--- src/rtl/nand_seq_pkg.sv ---
// Shared types for the NAND bus cycle sequencer.
// Assumes: request kind 2'b00 command, 2'b01 address, 2'b1x data.
package nand_seq_pkg;

    typedef enum logic [2:0] {
        PH_IDLE   = 3'd0,
        PH_TURN   = 3'd1,
        PH_SETUP  = 3'd2,
        PH_ASSERT = 3'd3,
        PH_HOLD   = 3'd4,
        PH_DONE   = 3'd5
    } phase_e;

    typedef enum logic [1:0] {
        PREV_NONE = 2'd0,
        PREV_CMD  = 2'd1,
        PREV_ADDR = 2'd2
    } prev_e;

    typedef struct packed {
        logic is_cmd;
        logic is_addr;
        logic is_write;
    } cyc_flags_t;

    localparam logic [1:0] KIND_CMD  = 2'b00;
    localparam logic [1:0] KIND_ADDR = 2'b01;

    // Turn a request kind and direction into cycle flags.
    function automatic cyc_flags_t decode_kind(input logic [1:0] kind, input logic wr);
        cyc_flags_t f;
        f.is_cmd   = (kind == KIND_CMD);
        f.is_addr  = (kind == KIND_ADDR);
        f.is_write = f.is_cmd || f.is_addr || wr;
        return f;
    endfunction

endpackage

--- src/rtl/nand_seq_req_latch.sv ---
// Request capture for the NAND sequencer.
// Latches the request fields and timing at acceptance, and remembers the
// kind of the last completed cycle. From that it decides whether an incoming
// read needs a turnaround, and how long it is.
// Assumes: PHASE_W > DELAY_W; accept is only raised in idle.
module nand_seq_req_latch
    import nand_seq_pkg::*;
#(
    parameter int BANK_W  = 2,
    parameter int DATA_W  = 8,
    parameter int PHASE_W = 8,
    parameter int DELAY_W = 4
) (
    input  logic               clk,
    input  logic               rst_n,
    input  logic               accept,
    input  logic               done_tick,
    input  logic [1:0]         req_kind,
    input  logic               req_write,
    input  logic [DATA_W-1:0]  req_wdata,
    input  logic [BANK_W-1:0]  req_bank,
    input  logic [PHASE_W-1:0] cfg_setup,
    input  logic [PHASE_W-1:0] cfg_strobe,
    input  logic [PHASE_W-1:0] cfg_hold,
    input  logic [DELAY_W-1:0] cfg_cle_re,
    input  logic [DELAY_W-1:0] cfg_ale_re,
    output cyc_flags_t         lat_flags,
    output logic [DATA_W-1:0]  lat_wdata,
    output logic [BANK_W-1:0]  lat_bank,
    output logic [PHASE_W-1:0] lat_setup,
    output logic [PHASE_W-1:0] lat_strobe,
    output logic [PHASE_W-1:0] lat_hold,
    output logic               acc_turn,
    output logic [PHASE_W-1:0] acc_turn_len
);

    localparam int PAD_W = PHASE_W - DELAY_W;

    cyc_flags_t in_flags;
    prev_e      prev_q;

    // Decode the incoming request and pick the turnaround it needs.
    always_comb begin
        in_flags = decode_kind(req_kind, req_write);
        acc_turn = !in_flags.is_write && (prev_q != PREV_NONE);
        if (prev_q == PREV_CMD) begin
            acc_turn_len = {{PAD_W{1'b0}}, cfg_cle_re};
        end else begin
            acc_turn_len = {{PAD_W{1'b0}}, cfg_ale_re};
        end
    end

    // Capture request fields and timing when the request is accepted.
    always_ff @(posedge clk) begin
        if (!rst_n) begin
            lat_flags  <= '0;
            lat_wdata  <= '0;
            lat_bank   <= '0;
            lat_setup  <= '0;
            lat_strobe <= '0;
            lat_hold   <= '0;
        end else if (accept) begin
            lat_flags  <= in_flags;
            lat_wdata  <= req_wdata;
            lat_bank   <= req_bank;
            lat_setup  <= cfg_setup;
            lat_strobe <= cfg_strobe;
            lat_hold   <= cfg_hold;
        end
    end

    // Record the kind of each cycle as it completes.
    always_ff @(posedge clk) begin
        if (!rst_n) begin
            prev_q <= PREV_NONE;
        end else if (done_tick) begin
            if (lat_flags.is_cmd) begin
                prev_q <= PREV_CMD;
            end else if (lat_flags.is_addr) begin
                prev_q <= PREV_ADDR;
            end else begin
                prev_q <= PREV_NONE;
            end
        end
    end

endmodule

--- src/rtl/nand_seq_phase_fsm.sv ---
// Phase sequencer: IDLE, optional TURN, SETUP, ASSERT, HOLD, DONE.
// Each timed phase is loaded with its field value N and lasts N+1 cycles.
// Assumes: the first phase length comes from the raw inputs at acceptance;
// later phases use the latched copies.
module nand_seq_phase_fsm
    import nand_seq_pkg::*;
#(
    parameter int PHASE_W = 8
) (
    input  logic               clk,
    input  logic               rst_n,
    input  logic               accept,
    input  logic               acc_turn,
    input  logic [PHASE_W-1:0] acc_turn_len,
    input  logic [PHASE_W-1:0] cfg_setup,
    input  logic [PHASE_W-1:0] lat_setup,
    input  logic [PHASE_W-1:0] lat_strobe,
    input  logic [PHASE_W-1:0] lat_hold,
    output phase_e             phase,
    output logic               capture,
    output logic               done_tick
);

    logic [PHASE_W-1:0] cnt_q;
    logic               last;

    // Flag the final cycle of the current timed phase.
    always_comb begin
        last      = (cnt_q == '0);
        capture   = (phase == PH_ASSERT) && last;
        done_tick = (phase == PH_DONE);
    end

    // Advance through the phases and reload the counter at each boundary.
    always_ff @(posedge clk) begin
        if (!rst_n) begin
            phase <= PH_IDLE;
            cnt_q <= '0;
        end else begin
            unique case (phase)
                PH_IDLE: begin
                    if (accept && acc_turn) begin
                        phase <= PH_TURN;
                        cnt_q <= acc_turn_len;
                    end else if (accept) begin
                        phase <= PH_SETUP;
                        cnt_q <= cfg_setup;
                    end
                end
                PH_TURN: begin
                    if (last) begin
                        phase <= PH_SETUP;
                        cnt_q <= lat_setup;
                    end else begin
                        cnt_q <= cnt_q - 1'b1;
                    end
                end
                PH_SETUP: begin
                    if (last) begin
                        phase <= PH_ASSERT;
                        cnt_q <= lat_strobe;
                    end else begin
                        cnt_q <= cnt_q - 1'b1;
                    end
                end
                PH_ASSERT: begin
                    if (last) begin
                        phase <= PH_HOLD;
                        cnt_q <= lat_hold;
                    end else begin
                        cnt_q <= cnt_q - 1'b1;
                    end
                end
                PH_HOLD: begin
                    if (last) begin
                        phase <= PH_DONE;
                    end else begin
                        cnt_q <= cnt_q - 1'b1;
                    end
                end
                default: begin
                    phase <= PH_IDLE;
                    cnt_q <= '0;
                end
            endcase
        end
    end

endmodule

--- src/rtl/nand_seq_hiz_gate.sv ---
// Write bus-release counter.
// Loaded with the release count at acceptance and counted down once per
// cycle of setup, strobe and hold. drive_ok rises once it reaches zero.
// Assumes: writes never use the turnaround phase.
module nand_seq_hiz_gate
    import nand_seq_pkg::*;
#(
    parameter int PHASE_W = 8
) (
    input  logic               clk,
    input  logic               rst_n,
    input  logic               accept,
    input  logic [PHASE_W-1:0] cfg_hiz,
    input  phase_e             phase,
    output logic               drive_ok
);

    logic [PHASE_W-1:0] hiz_q;
    logic               in_access;

    // Recognise the phases that count toward the release window.
    always_comb begin
        in_access = (phase == PH_SETUP) || (phase == PH_ASSERT) || (phase == PH_HOLD);
        drive_ok  = (hiz_q == '0);
    end

    // Load at acceptance, then count down to zero during the access.
    always_ff @(posedge clk) begin
        if (!rst_n) begin
            hiz_q <= '0;
        end else if (accept) begin
            hiz_q <= cfg_hiz;
        end else if (in_access && !drive_ok) begin
            hiz_q <= hiz_q - 1'b1;
        end
    end

endmodule

--- src/rtl/nand_seq_pin_drive.sv ---
// Pin decode for the NAND sequencer.
// Drives the chip enables, latch lines, strobes and data bus from the phase
// and the latched request, and holds the captured read byte.
// Assumes: BANKS fits in BANK_W bits.
module nand_seq_pin_drive
    import nand_seq_pkg::*;
#(
    parameter int BANKS  = 4,
    parameter int BANK_W = 2,
    parameter int DATA_W = 8
) (
    input  logic              clk,
    input  logic              rst_n,
    input  phase_e            phase,
    input  cyc_flags_t        lat_flags,
    input  logic [BANK_W-1:0] lat_bank,
    input  logic [DATA_W-1:0] lat_wdata,
    input  logic              drive_ok,
    input  logic              capture,
    input  logic [DATA_W-1:0] dq_in,
    output logic [BANKS-1:0]  nce,
    output logic              cle,
    output logic              ale,
    output logic              nwe,
    output logic              nre,
    output logic [DATA_W-1:0] dq_out,
    output logic              dq_oe,
    output logic [DATA_W-1:0] rd_data,
    output logic              done
);

    logic active;
    logic latch_ph;
    logic strobe_ph;

    // Classify the current phase for the pin decode.
    always_comb begin
        latch_ph  = (phase == PH_SETUP) || (phase == PH_ASSERT) || (phase == PH_HOLD);
        active    = latch_ph || (phase == PH_TURN);
        strobe_ph = (phase == PH_ASSERT);
    end

    // One active-low enable per bank.
    for (genvar b = 0; b < BANKS; b++) begin : g_ce
        localparam logic [BANK_W-1:0] BANK_ID = BANK_W'(b);
        assign nce[b] = !(active && (lat_bank == BANK_ID));
    end

    // Latch lines, strobes and the write data bus.
    always_comb begin
        cle    = latch_ph && lat_flags.is_cmd;
        ale    = latch_ph && lat_flags.is_addr;
        nwe    = !(strobe_ph && lat_flags.is_write);
        nre    = !(strobe_ph && !lat_flags.is_write);
        dq_oe  = latch_ph && lat_flags.is_write && drive_ok;
        dq_out = (latch_ph && lat_flags.is_write) ? lat_wdata : '0;
        done   = (phase == PH_DONE);
    end

    // Take the read byte at the end of the last strobe cycle.
    always_ff @(posedge clk) begin
        if (!rst_n) begin
            rd_data <= '0;
        end else if (capture && !lat_flags.is_write) begin
            rd_data <= dq_in;
        end
    end

endmodule

--- src/rtl/nand_cycle_seq.sv ---
// NAND bus cycle timing sequencer, top level.
// Accepts one command, address or data request at a time while idle and runs
// it as a single timed flash bus cycle, ending with a one-cycle done pulse.
// Assumes: requests are held by the requester until req_ready is seen.
module nand_cycle_seq
    import nand_seq_pkg::*;
#(
    parameter int BANKS    = 4,
    parameter int DATA_W   = 8,
    parameter int PHASE_W  = 8,
    parameter int DELAY_W  = 4,
    localparam int BANK_W  = (BANKS > 1) ? $clog2(BANKS) : 1
) (
    input  logic               clk,
    input  logic               rst_n,
    input  logic               req_valid,
    input  logic [1:0]         req_kind,
    input  logic               req_write,
    input  logic [DATA_W-1:0]  req_wdata,
    input  logic [BANK_W-1:0]  req_bank,
    input  logic [PHASE_W-1:0] cfg_setup,
    input  logic [PHASE_W-1:0] cfg_strobe,
    input  logic [PHASE_W-1:0] cfg_hold,
    input  logic [PHASE_W-1:0] cfg_hiz,
    input  logic [DELAY_W-1:0] cfg_cle_re,
    input  logic [DELAY_W-1:0] cfg_ale_re,
    input  logic [DATA_W-1:0]  dq_in,
    output logic               req_ready,
    output logic               done,
    output logic [DATA_W-1:0]  rd_data,
    output logic [BANKS-1:0]   nce,
    output logic               cle,
    output logic               ale,
    output logic               nwe,
    output logic               nre,
    output logic [DATA_W-1:0]  dq_out,
    output logic               dq_oe
);

    phase_e             phase;
    cyc_flags_t         lat_flags;
    logic [DATA_W-1:0]  lat_wdata;
    logic [BANK_W-1:0]  lat_bank;
    logic [PHASE_W-1:0] lat_setup;
    logic [PHASE_W-1:0] lat_strobe;
    logic [PHASE_W-1:0] lat_hold;
    logic               acc_turn;
    logic [PHASE_W-1:0] acc_turn_len;
    logic               accept;
    logic               capture;
    logic               done_tick;
    logic               drive_ok;

    // Accept only while idle.
    always_comb begin
        req_ready = (phase == PH_IDLE);
        accept    = req_valid && req_ready;
    end

    nand_seq_req_latch #(
        .BANK_W  (BANK_W),
        .DATA_W  (DATA_W),
        .PHASE_W (PHASE_W),
        .DELAY_W (DELAY_W)
    ) u_latch (
        .clk          (clk),
        .rst_n        (rst_n),
        .accept       (accept),
        .done_tick    (done_tick),
        .req_kind     (req_kind),
        .req_write    (req_write),
        .req_wdata    (req_wdata),
        .req_bank     (req_bank),
        .cfg_setup    (cfg_setup),
        .cfg_strobe   (cfg_strobe),
        .cfg_hold     (cfg_hold),
        .cfg_cle_re   (cfg_cle_re),
        .cfg_ale_re   (cfg_ale_re),
        .lat_flags    (lat_flags),
        .lat_wdata    (lat_wdata),
        .lat_bank     (lat_bank),
        .lat_setup    (lat_setup),
        .lat_strobe   (lat_strobe),
        .lat_hold     (lat_hold),
        .acc_turn     (acc_turn),
        .acc_turn_len (acc_turn_len)
    );

    nand_seq_phase_fsm #(
        .PHASE_W (PHASE_W)
    ) u_fsm (
        .clk          (clk),
        .rst_n        (rst_n),
        .accept       (accept),
        .acc_turn     (acc_turn),
        .acc_turn_len (acc_turn_len),
        .cfg_setup    (cfg_setup),
        .lat_setup    (lat_setup),
        .lat_strobe   (lat_strobe),
        .lat_hold     (lat_hold),
        .phase        (phase),
        .capture      (capture),
        .done_tick    (done_tick)
    );

    nand_seq_hiz_gate #(
        .PHASE_W (PHASE_W)
    ) u_hiz (
        .clk      (clk),
        .rst_n    (rst_n),
        .accept   (accept),
        .cfg_hiz  (cfg_hiz),
        .phase    (phase),
        .drive_ok (drive_ok)
    );

    nand_seq_pin_drive #(
        .BANKS  (BANKS),
        .BANK_W (BANK_W),
        .DATA_W (DATA_W)
    ) u_pins (
        .clk       (clk),
        .rst_n     (rst_n),
        .phase     (phase),
        .lat_flags (lat_flags),
        .lat_bank  (lat_bank),
        .lat_wdata (lat_wdata),
        .drive_ok  (drive_ok),
        .capture   (capture),
        .dq_in     (dq_in),
        .nce       (nce),
        .cle       (cle),
        .ale       (ale),
        .nwe       (nwe),
        .nre       (nre),
        .dq_out    (dq_out),
        .dq_oe     (dq_oe),
        .rd_data   (rd_data),
        .done      (done)
    );

endmodule

--- config.mk ---
export PLATFORM = sky130hd
export DESIGN_NAME = nand_cycle_seq
export DESIGN_NICKNAME = d
export VERILOG_FILES = /design/src/rtl/nand_seq_pkg.sv /design/src/rtl/nand_seq_req_latch.sv /design/src/rtl/nand_seq_phase_fsm.sv /design/src/rtl/nand_seq_hiz_gate.sv /design/src/rtl/nand_seq_pin_drive.sv /design/src/rtl/nand_cycle_seq.sv
export SDC_FILE = /design/constraint.sdc
export NUM_CORES = 1
export LEC_CHECK = 0
export ABC_CLOCK_PERIOD_IN_PS = 5790
export CORE_MARGIN = 3
export CORE_UTILIZATION = 52
export CTS_CLUSTER_DIAMETER = 150
export DETAILED_ROUTE_END_ITERATION = 16
export GPL_TIMING_DRIVEN = 0
export PLACE_DENSITY = 0.91
export SYNTH_ARGS = -nofsm -noshare
export SYNTH_HDL_FRONTEND = slang
export SYNTH_SLANG_ARGS = --single-unit
--- constraint.sdc ---
create_clock -name clk -period 5.79 [get_ports clk]
set_input_delay 1.4475 -clock clk [delete_from_list [all_inputs] [get_ports clk]]
set_output_delay 1.4475 -clock clk [all_outputs]
set_load 0.02 [all_outputs]
==> run summary <==
vias per inst = 5.83
initial antenna violation count = 0
largest net degree at the start of global routing = 11
adder-cell area share of the yosys netlist = 1.49%
Die Width = 86.3 um
ranking of synthesized cells by area = dfxtp_1 39%, nand2_1 11%, a21oi_1 9.7%
final setup vio count = 0
switch share = 42.7%
Data arrival, critical path = 2.74 ns
worst setup path category = reg2out
worst hold path type = reg2reg
DR DRC count = 0
Starting Density = 55.0%
CTS tree = yes
max-capacitance violation count = 0
Sink Count = 66
synthesized instance count = 442
GR Util All Layers = 27.2%
crit share post-route = 72.3%
leakage = 1.70 nW
maximum clock frequency = 239 MHz
pre-CTS setup slack = 2.01 ns
I/O pins = 91
Psw = 0.893 mW
xor-xnor portion of the synthesized cell area = 3.14%
dpl cells = 606
Syn Area/Cell = 7.58 um^2
Slew Limit Fails = 0
Final nets = 610
clock power share = 18.9%
Die ar. = 7450 um^2
crit path max fanout = 10
WL per Instance = 16.3 um
DR vias = 3629
unrepaired setup endpoints after global routing = no
combinational fraction of design power = 49.6%
Simple-Gate Fraction of Synth Area = 25.9%
mux share of post-synthesis cell area = 4.48%
setup_tns = 0 ns
Inserted Clock Buffers = 9
minimum clock period = 4.18 ns
post-route ant nets = 0
Worst-Margin Slew = 0.786 ns
most frequent cell after synthesis = nand2_1
total congestion overflow = 0
Synth cell types = 49
top_reg_cell synth = dfxtp_1
clk buf depth = 2
postcts setup bufs = 0
Fin. Hold Viols = 0
Req. time, crit path = 4.34 ns
peak supply drop = 0.252 mV
layout cells sized above 1 = 6.03%
P per Cell Area = 461 nW/um^2
H-tree levels = 3
Fin Hold WS = 0.450 ns
Area Growth Syn to Fin = 35.3%
Root Driver = clkbuf_8
slew margin rel. = 47.5%
register area share after synthesis = 39.4%
total power = 2.09 mW
Worst Setup SP = u_fsm.phase[0]
outcome = finished clean
crit path capture type = output pin
Die Height = 86.3 um
Ys Warns = 0
Synth Register Bits = 66
site row count = 28
post-CTS sizing = 0
n_diodes = 0
Post-Syn Nets = 510
Synth top area share = 39.4%
global placement routability congestion = 0.955
Seq pwr share = 31.5%
Post-synth top cells = 101 x nand2_1, 66 x dfxtp_1, 65 x a21oi_1
clk_lat worst skew = 0.36 ns
final worst setup slack = 1.61 ns
launching point of the worst reg2reg path = u_fsm.phase[0]
ys async rst share = 0%
DPL Wire Length = 7620 um
DRT Wirelength = 10100 um
Mapped Area = 3350 um^2
CORE AREA = 6100 um^2
drt first pass iters = 5
FILL cells = 453
number of flops mapped to enable cells by yosys = 0
global-route wire length before repair = 16000 um
largest family of logic cells by synthesized area = simple AND/OR/NAND/NOR gates
Synth Area in Compound Gates = 20.8%
Yosys top cell by area = dfxtp_1
Non-Filler Instances = 622
Setup Skew = 0.00628 ns
startpoint types = register
vias in the first global route = 3468
drt initial violations = 333
Internal = 1.20 mW
HP Start = u_pins.rd_data[4]
Worst-path clk slew = 0.07 ns
# port buffers = 89
hold bufs inserted after CTS = 0
## sequential cells by signal, summed over array words and instances, names as in the netlist, 3 cells and up
name	count
u_latch.lat_setup	8
u_fsm.phase	3
u_pins.rd_data	8
u_latch.lat_hold	8
u_latch.lat_flags	3
u_fsm.cnt_q	8
u_hiz.hiz_q	8
u_latch.lat_wdata	8
u_latch.lat_strobe	8
## worst max-delay path: stages (launching register included)
cell,delay (ns)
dfxtp_1,0.31
clkbuf_1,0.22
nor2_1,0.43
mux2_2,0.31
clkbuf_1,0.29
and3_1,0.21
clkdlybuf4s50_1,0.60
## cell usage in the layout, fill, tap and decap left out, types with 11 or more instances in the layout
master and instances:
nand2_1 101, clkdlybuf4s50_1 89, dfxtp_1 66, a21oi_1 65, clkbuf_1 27, nor2_1 21
o21ai_0 21, xnor2_1 12, nor3_1 11, clkbuf_8 11
## power groups by stage
stage               Clock, mW  Sequential, mW  Combinational [mW]
global placement            0           0.653               0.976
finish                  0.395           0.659                1.04
floorplan                   0           0.635               0.737
global route            0.416           0.668                1.13
detailed placement          0           0.662                1.01
CTS                     0.396           0.652                1.02
## cells by family after synthesis
group	Yosys count
flip-flops	66
AND/OR/NAND/NOR	187
AO/OA/AOI/OAI	120
multiplexers	14
buffers and inverters	39
adder cells (fa/ha/maj)	4
XOR/XNOR	12
## metrics by stage
step | instance area [um^2] | utilization [%]
global placement | 4340 | 71.1
CTS | 4530 | 74.4
finish | 4530 | 74.4
floorplan | 3350 | -
detailed placement | 4340 | 71.1
global route | 4530 | 74.4
## worst paths after layout
check,endpoint,cells after the start,slack (ns)
worst min register to register,u_pins.rd_data[4],2,0.45
worst max-delay path,dq_out[6],6,1.61
worst min-delay path,u_pins.rd_data[4],2,0.45
worst max register to register,u_latch.lat_hold[0],8,3.27
## layer usage
metal | share of wire (%) | track usage (%) | vias up | wire, um
met5 | 0 | 0 | - | 0
met4 | 1.6 | 7.93 | 0 | 164
met3 | 9.0 | 6.18 | 19 | 910
met2 | 48 | 46.6 | 191 | 4910
met1 | 41 | 34.2 | 1681 | 4170
li1 | - | - | 1738 | -
## layout make-up
type / instances / area [um^2] / area share, %
buffer: 30 / 125 / 2.76
clock inverter: 2 / 35.0 / 0.773
timing repair buffer: 89 / 891 / 19.6
sequential: 66 / 1320 / 29.1
clock buffer: 14 / 163 / 3.59
tap: 75 / 93.8 / 2.07
inverter: 9 / 33.8 / 0.745
multi-input combinational: 337 / 1870 / 41.3
Note: power is estimated with default switching activity, not from simulation.
